**config.mk**
```make
export PLATFORM = sky130hd
export DESIGN_NAME = sadma_engine
export DESIGN_NICKNAME = d
export VERILOG_FILES = /design/src/rtl/sadma_pkg.sv /design/src/rtl/sadma_cfg_reg.sv /design/src/rtl/sadma_strobe_qual.sv /design/src/rtl/sadma_fsm.sv /design/src/rtl/sadma_engine.sv
export SDC_FILE = /design/constraint.sdc
export NUM_CORES = 1
export LEC_CHECK = 0
export BUFFER_PORTS_ARGS = -buffer_cell sky130_fd_sc_hd__buf_2
export CELL_PAD_IN_SITES_DETAIL_PLACEMENT = 0
export CELL_PAD_IN_SITES_GLOBAL_PLACEMENT = 1
export CORE_MARGIN = 2
export CORE_UTILIZATION = 43
export CTS_CLUSTER_SIZE = 8
export DETAILED_ROUTE_END_ITERATION = 6
export PLACE_DENSITY_LB_ADDON = 0.1
export SYNTH_ARGS = -nofsm -noshare
export SYNTH_HDL_FRONTEND = slang
export SYNTH_SLANG_ARGS = --single-unit
export TNS_END_PERCENT = 20
```
**constraint.sdc**
```tcl
create_clock -name clk_i -period 5 [get_ports clk_i]
set_input_delay 0.75 -clock clk_i [delete_from_list [all_inputs] [get_ports clk_i]]
set_output_delay 0.75 -clock clk_i [all_outputs]
set_load 0.005 [all_outputs]
```
**src/rtl/sadma_pkg.sv**
```systemverilog
package sadma_pkg;
  localparam logic [7:0] CMD_DMA_CFG = 8'hFB;

  typedef struct packed {
    logic rsvd;
    logic ie_b;
    logic ie_a;
    logic int_mode;
    logic reload;
    logic burst;
    logic dir;
    logic en;
  } cfg_t;

  typedef enum logic [1:0] {
    ST_IDLE,
    ST_REQ,
    ST_REL,
    ST_GAP
  } st_e;
endpackage

```
**src/rtl/sadma_cfg_reg.sv**
```systemverilog
module sadma_cfg_reg
  import sadma_pkg::*;
(
  input  logic       clk_i,
  input  logic       rst_ni,
  input  logic       we_i,
  input  logic [7:0] cmd_i,
  input  logic [7:0] data_i,
  input  logic       auto_clr_i,
  output cfg_t       cfg_o
);
  always_ff @(posedge clk_i or negedge rst_ni) begin
    if (!rst_ni) begin
      cfg_o <= '0;
    end else if (we_i && cmd_i == CMD_DMA_CFG) begin
      cfg_o <= cfg_t'({1'b0, data_i[6:0]});
    end else if (auto_clr_i) begin
      cfg_o.en <= 1'b0;
    end
  end
endmodule

```
**src/rtl/sadma_strobe_qual.sv**
```systemverilog
module sadma_strobe_qual (
  input  logic clk_i,
  input  logic rst_ni,
  input  logic dir_i,
  input  logic dack_ni,
  input  logic rd_ni,
  input  logic wr_ni,
  input  logic eot_ni,
  output logic take_o,
  output logic eot_o
);
  logic act, act_q;

  assign act = ~dack_ni & (dir_i ? ~wr_ni : ~rd_ni);

  always_ff @(posedge clk_i or negedge rst_ni) begin
    if (!rst_ni) act_q <= 1'b0;
    else         act_q <= act;
  end

  // only the onset of a strobe counts as a byte
  assign take_o = act & ~act_q;
  assign eot_o  = act & ~eot_ni;
endmodule

```
**src/rtl/sadma_fsm.sv**
```systemverilog
module sadma_fsm
  import sadma_pkg::*;
#(
  parameter int LW    = 7,
  parameter int GAP_W = 4
) (
  input  logic             clk_i,
  input  logic             rst_ni,
  input  logic             en_i,
  input  logic             burst_i,
  input  logic             reload_i,
  input  logic [1:0]       ready_i,
  input  logic [2*LW-1:0]  len_i,
  input  logic [GAP_W-1:0] gap_i,
  input  logic             take_i,
  input  logic             eot_i,
  input  logic             dack_ni,
  output logic             dreq_o,
  output logic             auto_clr_o,
  output logic             xfer_o,
  output logic [LW-1:0]    idx_o,
  output logic             half_o,
  output logic [1:0]       done_o,
  output logic             end_o,
  output logic             end_eot_o
);
  st_e              st;
  logic             cur, fin;
  logic [LW-1:0]    cnt, len_q;
  logic [GAP_W-1:0] gcnt;
  logic             acc, last;

  assign dreq_o     = (st == ST_REQ) & en_i;
  assign acc        = dreq_o & take_i;
  assign last       = acc & ((cnt + LW'(1) == len_q) | eot_i);
  assign auto_clr_o = last & ~reload_i;

  always_ff @(posedge clk_i or negedge rst_ni) begin
    if (!rst_ni) begin
      st        <= ST_IDLE;
      cur       <= 1'b0;
      fin       <= 1'b0;
      cnt       <= '0;
      len_q     <= '0;
      gcnt      <= '0;
      xfer_o    <= 1'b0;
      idx_o     <= '0;
      half_o    <= 1'b0;
      done_o    <= '0;
      end_o     <= 1'b0;
      end_eot_o <= 1'b0;
    end else begin
      xfer_o    <= 1'b0;
      done_o    <= '0;
      end_o     <= 1'b0;
      end_eot_o <= 1'b0;
      if (!en_i) begin
        st <= ST_IDLE;  // abandon, buffer flags untouched
      end else begin
        unique case (st)
          ST_IDLE: if (ready_i[cur]) begin
            len_q <= len_i[cur*LW +: LW];
            cnt   <= '0;
            st    <= ST_REQ;
          end
          ST_REQ: if (acc) begin
            xfer_o <= 1'b1;
            idx_o  <= cnt;
            half_o <= cur;
            cnt    <= cnt + LW'(1);
            if (last) begin
              done_o[cur] <= 1'b1;
              end_o       <= 1'b1;
              end_eot_o   <= eot_i;
              cur         <= ~cur;
              fin         <= 1'b1;
              st          <= ST_REL;
            end else if (!burst_i) begin
              fin <= 1'b0;
              st  <= ST_REL;
            end
          end
          ST_REL: if (dack_ni) begin
            if (fin)              st <= ST_IDLE;
            else if (gap_i == '0) st <= ST_REQ;
            else begin
              gcnt <= GAP_W'(1);
              st   <= ST_GAP;
            end
          end
          ST_GAP: begin
            if (gcnt >= gap_i) st <= ST_REQ;
            else               gcnt <= gcnt + GAP_W'(1);
          end
          default: st <= ST_IDLE;
        endcase
      end
    end
  end
endmodule

```
**src/rtl/sadma_engine.sv**
```systemverilog
module sadma_engine
  import sadma_pkg::*;
#(
  parameter int MAX_LEN = 64,
  parameter int GAP_W   = 4,
  localparam int LW     = $clog2(MAX_LEN + 1)
) (
  input  logic             clk_i,
  input  logic             rst_ni,
  input  logic             cfg_we_i,
  input  logic [7:0]       cfg_cmd_i,
  input  logic [7:0]       cfg_data_i,
  output logic [7:0]       cfg_o,
  input  logic [GAP_W-1:0] gap_i,
  input  logic [1:0]       ready_i,
  input  logic [2*LW-1:0]  len_i,
  output logic             dreq_o,
  input  logic             dack_ni,
  input  logic             rd_ni,
  input  logic             wr_ni,
  input  logic             eot_ni,
  output logic             xfer_o,
  output logic [LW-1:0]    idx_o,
  output logic             half_o,
  output logic [1:0]       done_o,
  output logic             end_o,
  output logic             end_eot_o
);
  cfg_t cfg;
  logic auto_clr, take, eot_q;

  assign cfg_o = cfg;

  sadma_cfg_reg u_cfg (
    .clk_i      (clk_i),
    .rst_ni     (rst_ni),
    .we_i       (cfg_we_i),
    .cmd_i      (cfg_cmd_i),
    .data_i     (cfg_data_i),
    .auto_clr_i (auto_clr),
    .cfg_o      (cfg)
  );

  sadma_strobe_qual u_qual (
    .clk_i   (clk_i),
    .rst_ni  (rst_ni),
    .dir_i   (cfg.dir),
    .dack_ni (dack_ni),
    .rd_ni   (rd_ni),
    .wr_ni   (wr_ni),
    .eot_ni  (eot_ni),
    .take_o  (take),
    .eot_o   (eot_q)
  );

  sadma_fsm #(.LW(LW), .GAP_W(GAP_W)) u_fsm (
    .clk_i      (clk_i),
    .rst_ni     (rst_ni),
    .en_i       (cfg.en),
    .burst_i    (cfg.burst),
    .reload_i   (cfg.reload),
    .ready_i    (ready_i),
    .len_i      (len_i),
    .gap_i      (gap_i),
    .take_i     (take),
    .eot_i      (eot_q),
    .dack_ni    (dack_ni),
    .dreq_o     (dreq_o),
    .auto_clr_o (auto_clr),
    .xfer_o     (xfer_o),
    .idx_o      (idx_o),
    .half_o     (half_o),
    .done_o     (done_o),
    .end_o      (end_o),
    .end_eot_o  (end_eot_o)
  );
endmodule

```
==> impl_metrics.csv, run 1 <==
group,metric,value,unit
yosys,async_reset_ff_frac,1.00,
cells_and_area,area_growth,17.3,%
worst_hold_path,hp-class,"reg -> reg",
yosys,synth_cell_type_count,48,
cts,cts.repair.resized,0,
yosys,synthMuxAreaShare,0.121,
yosys,seq_area_frac_synth,0.457,
cells_and_area,layout-drive-gt1-share,0.332,
route,drt-vias-per-instance,5.08,
cells_and_area,fillerInstances,502,
place,dp_hpwl,3460,um
yosys,synth_edf_count,0,
critical_path,cp_max_fo,16,
global_routing,antenna_found_initial,0,
floorplan,core_area,0.00520,mm^2
cells_and_area,final_util,0.531,
place,post-place-cells,345,
cts,worst_skew_pair.late_latency,300,ps
timing,setup_viol,0,
yosys,ys_seq_elements,43,
timing,period_needed,2420,ps
cts,cts_setup_buffers,0,
yosys,synth_top_family_by_area,"simple AND/OR/NAND/NOR gates",
yosys,ys_top_cells_by_area,"dfrtp_1 (46%), mux2_2 (7.6%), ha_1 (5.3%)",
yosys,synth_compound_area_frac,0.126,
cells_and_area,final_area,0.00276,mm^2
yosys,yosys_warnings,0,
flow_run,drv_cap,0,
cells_and_area,diodes,0,
cells_and_area,final_cells,353,
timing,fmax,413,MHz
floorplan,dieArea,0.00609,mm^2
global_routing,grt_pass1_wl,8010,um
timing,rsz0062_at_grt,"no",
yosys,synth_xor_xnor_area_share,0.0335,
timing,skew,9.58,ps
pwr,combPwrFrac,0.159,
timing,setup_tns,0,ps
floorplan,ios,65,
floorplan,die_y,78.0,um
cts,hold_buffers,0,
route,drtIter0Drc,106,
critical_path,cp_data_required_time,4250,ps
cts,clock_sinks,43,
yosys,synth_cells,228,
route,wirelength,4580,um
pwr,netSwitchingFraction,0.274,
yosys,yosys.area_share.simple,0.153,
floorplan,die_w,78.0,um
global_routing,grt_use_total,0.166,
yosys,synth_area,0.00236,mm^2
place,gp_congestion,0.788,
cts,cts_tree,"built",
route,vias,1793,
yosys,synth_nets,281,
pwr,pwr-share-clk,0.294,
cts,clkTransAtPathRegs,70,ps
critical_path,critPathArrivalTime,1670,ps
global_routing,grt_max_degree,44,
pwr,leakage,1.42,nW
yosys,synth_top_area_share,0.457,
pwr,internal-power,0.533,mW
outcome,status,"finished clean",
pwr,finalPower,0.735,mW
cts,cts_root_buf,"clkbuf_8",
cts,htree_levels,2,
route,wl_per_cell,13.0,um
place,port_buffers,62,
critical_path,worstSetupStartpointType,"register",
critical_path,endpoint_kind,"primary output",
floorplan,rows,26,
yosys,synthAdderAreaFrac,0.0531,
timing,max_slew_margin,0.384,
cts,cts_buffers,5,
cells_and_area,fin_nets,335,
cts,cts_buffer_depth,2,
floorplan,initial_core_util,0.453,
pwr,pwr-share-seq,0.547,
place,placed_cell_area,0.00268,mm^2
timing,worstMarginPinSlew,924,ps
timing,finalCritPeriodShare,0.485,
timing,finalHoldViolations,0,
yosys,synth.avg_cell_area,10.3,um^2
yosys,synthFlopType,"dfrtp_1",
pwr,ir_drop,138,uV
global_routing,gr-total-overflow,0,
route,ant_nets,0,
yosys,post-synth-top-area-cell,"dfrtp_1",
pwr,netSwitchingPower,0.202,mW
timing,slew_violations,0,
critical_path,worstSetupPathType,"reg -> out",
route,dr.pass1.iters,2,
global_routing,grt_pass1_vias,1728,
pwr,cellPowerDensity,266,mW/mm^2
route,route.detailed.drc,0,
==> power by group through the flow <==
stage / logic, mW / clock network [mW] / registers, mW
2_1_floorplan: 0.0871 / 0 / 0.400
3_3_place_gp: 0.117 / 0 / 0.409
3_5_place_dp: 0.119 / 0 / 0.409
4_1_cts: 0.119 / 0.224 / 0.402
5_1_grt: 0.134 / 0.237 / 0.407
6_report: 0.117 / 0.216 / 0.402
==> cell families (layout without fill, tap and decap cells) <==
group	Yosys count	in the layout
AO/OA/AOI/OAI	44	44
XOR/XNOR	9	9
adder cells (fa/ha/maj)	10	10
buffers and inverters	29	84
multiplexers	26	26
flip-flops	43	43
AND/OR/NAND/NOR	66	66
other	1	1
==> Yosys cell counts (all sizes together), types with 2 or more instances <==
cell and number:
dfrtp 43, nor4 3, and2 4, or3 3, xnor2 5, buf 6
or2 2, nand3 6, a21oi 10, o21ai 10, inv 14, xor2 4
nor2 12, mux2i 9, ha 10, o211ai 2, a22o 3, nand4 2
o22ai 4, a21o 2, mux2 17, nand2b 6, nand2 15, and3 2
nor3 5, clkbuf 9, o31ai 3, a31oi 2
==> path summary, 6_finish.rpt <==
check / end / startpoint / slack (ps) / cells after the start
max: dreq_o / u_fsm.st[1]$_DFFE_PN0P_ / 2580 / 5
min reg2reg: u_fsm.idx_o[0]$_DFFE_PN0P_ / u_fsm.idx_o[0]$_DFFE_PN0P_ / 500 / 1
max reg2reg: u_fsm.cnt[3]$_DFFE_PN0P_ / u_fsm.cur$_DFFE_PN0P_ / 2580 / 6
min in group asynchronous: u_fsm.idx_o[2]$_DFFE_PN0P_ / rst_ni / 590 / 1
max in group asynchronous: u_fsm.cur$_DFFE_PN0P_ / rst_ni / 3840 / 1
min: u_fsm.idx_o[0]$_DFFE_PN0P_ / u_fsm.idx_o[0]$_DFFE_PN0P_ / 500 / 1
==> state kept, by name, summed over array words and instances, names as in the netlist <==
signal	flops
u_fsm.xfer_o	1
u_fsm.fin	1
u_fsm.done_o	2
u_fsm.end_eot_o	1
u_fsm.gcnt	4
u_fsm.len_q	7
u_cfg.cfg_o	7
u_fsm.cur	1
u_qual.act_q	1
u_fsm.end_o	1
u_fsm.half_o	1
u_fsm.cnt	7
u_fsm.st	2
u_fsm.idx_o	7
==> layout by cell type (no fill, tap or decap), types with 2 or more instances in the layout <==
cell type  count
mux2i_1        9
clkbuf_8       5
a31oi_1        2
and3_1         2
o22ai_1        4
nand2_1       15
inv_1         14
nor4_2         2
o31ai_1        3
o211ai_1       2
nor2_1        12
xnor2_1        5
or3_1          2
mux2_2        16
o21ai_0       10
xor2_1         4
a22o_1         3
dfrtp_1       43
and2_1         4
a21o_1         2
nand2b_1       6
nand4_1        2
buf_2         62
ha_1          10
nand3_1        6
nor3_1         5
a21oi_1       10
==> cell type report <==
type,instances,area (um^2),area share
Tap cell,70,87.6,0.0317
Multi-Input combinational cell,156,1150,0.417
Inverter,14,52.6,0.0190
Clock buffer,6,72.6,0.0263
Clock inverter,2,12.5,0.00453
Timing Repair Buffer,62,310,0.112
Sequential cell,43,1080,0.389
==> critical path, stage by stage (launching register included) <==
cell     delay [ps]
dfrtp_1         410
inv_1           100
ha_1            470
nand2_1         170
inv_1           110
buf_2           120
==> per-layer routing <==
layer | up-vias | track usage | share of wire
li1 | 909 | - | -
met1 | 841 | 0.243 | 0.51
met2 | 38 | 0.244 | 0.43
met3 | 5 | 0.0471 | 0.048
met4 | 0 | 0.0421 | 0.012
met5 | - | 0 | 0
==> stage by stage <==
| step | worst slack, ps | hold slack (ps) |
|---|---|---|
| global placement | 2350 | 483 |
| finish | 2580 | 501 |
| global route | 2340 | 523 |
| detailed placement | 2350 | 489 |
| CTS | 2540 | 508 |
| floorplan | 2570 | 454 |
Note: power is estimated with default switching activity, not from simulation.
==> run 2, diff against run 1 <==
Settings changed: CORE_UTILIZATION 43 to 36.
Clock period 5 ns to 2.2 ns, I/O delays scaled along.
==> impl_metrics.csv, run 2 (same netlist as run 1, synthesis figures left out) <==
group,metric,value,unit
outcome,status,"finished with violations",
outcome,violations,"hold timing",
cts,clkTransAtPathRegs,90,ps
timing,max_slew_margin,0.653,
floorplan,initial_core_util,0.371,
cts,cts_root_buf,"clkbuf_8",
cts,cts_setup_buffers,0,
flow_run,drv_cap,0,
timing,skew,6.18,ps
cts,worst_skew_pair.late_latency,290,ps
floorplan,dieArea,0.00721,mm^2
timing,worstMarginPinSlew,519,ps
cts,htree_levels,2,
cts,cts_buffer_depth,2,
cts,clock_sinks,43,
critical_path,worstSetupStartpointType,"register",
worst_hold_path,hp-class,"in -> async",
timing,period_needed,2110,ps
timing,rsz0062_at_grt,"yes",
floorplan,die_w,84.9,um
global_routing,grt_use_total,0.151,
global_routing,grt_pass1_wl,8690,um
timing,finalCritPeriodShare,0.961,
global_routing,gr-total-overflow,0,
global_routing,grt_max_degree,24,
place,gp_congestion,0.742,
place,placed_cell_area,0.00283,mm^2
critical_path,cp_data_required_time,2390,ps
floorplan,rows,29,
cts,hold_buffers,0,
cells_and_area,layout-drive-gt1-share,0.387,
timing,finalHoldViolations,9,
place,dp_hpwl,3880,um
place,port_buffers,62,
route,route.detailed.drc,0,
critical_path,worstSetupPathType,"reg -> reg",
floorplan,ios,65,
floorplan,core_area,0.00635,mm^2
cells_and_area,diodes,0,
cells_and_area,area_growth,27.4,%
cells_and_area,final_area,0.00300,mm^2
critical_path,cp-startpoint,"u_cfg.cfg_o[1]$_DFFE_PN0P_",
route,wl_per_cell,13.2,um
pwr,cellPowerDensity,649,mW/mm^2
critical_path,reg2reg_from,"u_cfg.cfg_o[1]$_DFFE_PN0P_",
route,vias,1832,
route,drtIter0Drc,55,
critical_path,critPathArrivalTime,2300,ps
route,dr.pass1.iters,4,
route,drt-vias-per-instance,4.86,
critical_path,endpoint_kind,"register",
timing,whs,-14.9,ps
cts,cts_tree,"built",
timing,fmax,473,MHz
global_routing,antenna_found_initial,0,
cts,cts_buffers,5,
global_routing,grt_pass1_vias,1844,
timing,setup_viol,0,
pwr,leakage,1.55,nW
cells_and_area,final_cell_mix,"buf_2 (62), dfrtp_1 (43), mux2_2 (16), buf_4 (16), nand2_1 (15)",
cells_and_area,fin_nets,352,
floorplan,die_y,84.9,um
pwr,ir_drop,353,uV
critical_path,cp_max_fo,5,
timing,slew_violations,0,
route,wirelength,4970,um
route,ant_nets,0,
cells_and_area,layout_commonest_cell,"buf_2",
## run 2: metrics by stage
stage / setup WS (ps) / setup TNS [ps] / total power [mW] / std cells / utilization
2_1_floorplan: 95.2 / 0 / 1.11 / 228 / -
6_report: 86.0 / 0 / 1.95 / 377 / 0.473
3_3_place_gp: 39.2 / 0 / 1.21 / 369 / 0.445
3_5_place_dp: 17.0 / 0 / 1.21 / 369 / 0.445
4_1_cts: 14.5 / 0 / 1.95 / 377 / 0.467
5_1_grt: -48.2 / -69.8 / 2.07 / 377 / 0.473
## run 2: report_power, final
group,switching (mW),internal [mW]
Combinational,0.161,0.150
Sequential,0.0482,0.854
Clock,0.281,0.453
## run 2: worst paths after layout
check	endpoint	slack [ps]	depth (start not counted)
min in group clk_i	u_fsm.end_eot_o$_DFF_PN0_	230	2
setup reg to reg	u_cfg.cfg_o[0]$_DFFE_PN0P_	90	6
max in group asynchronous	u_fsm.len_q[1]$_DFFE_PN0P_	1710	2
setup / recovery	u_cfg.cfg_o[0]$_DFFE_PN0P_	90	6
hold / removal	u_fsm.gcnt[3]$_DFFE_PN0P_	-10	1
hold reg to reg	u_fsm.idx_o[2]$_DFFE_PN0P_	500	1
## run 2: metal layers
metal / track usage / routed length, um
met4: 0.0462 / 48
met1: 0.208 / 2490
met2: 0.232 / 2200
met3: 0.0409 / 235
met5: 0 / 0
## run 2: final cells by class
class / count / area [um^2]
flip-flops and latches: 43 / 1080
clock inverters: 3 / 67.6
fillers: 601 / 3350
multi-input cells: 156 / 1190
inverters: 14 / 52.6
repair buffers: 79 / 450
clock buffers: 5 / 68.8
well taps: 77 / 96.3
## run 2: timing repair
action,4_1_cts,5_1_grt
endpoints found under the hold margin,0,0
setup endpoints to repair,0,7
gates resized for setup,0,7
## run 2: worst max-delay path, cell delays in order, from the launching register on
cell and delay [ps]:
dfrtp_1 410, mux2_4 310, or3_4 340, or2_4 290
nor4_4 260, nor2_2 110, o31a_1 290
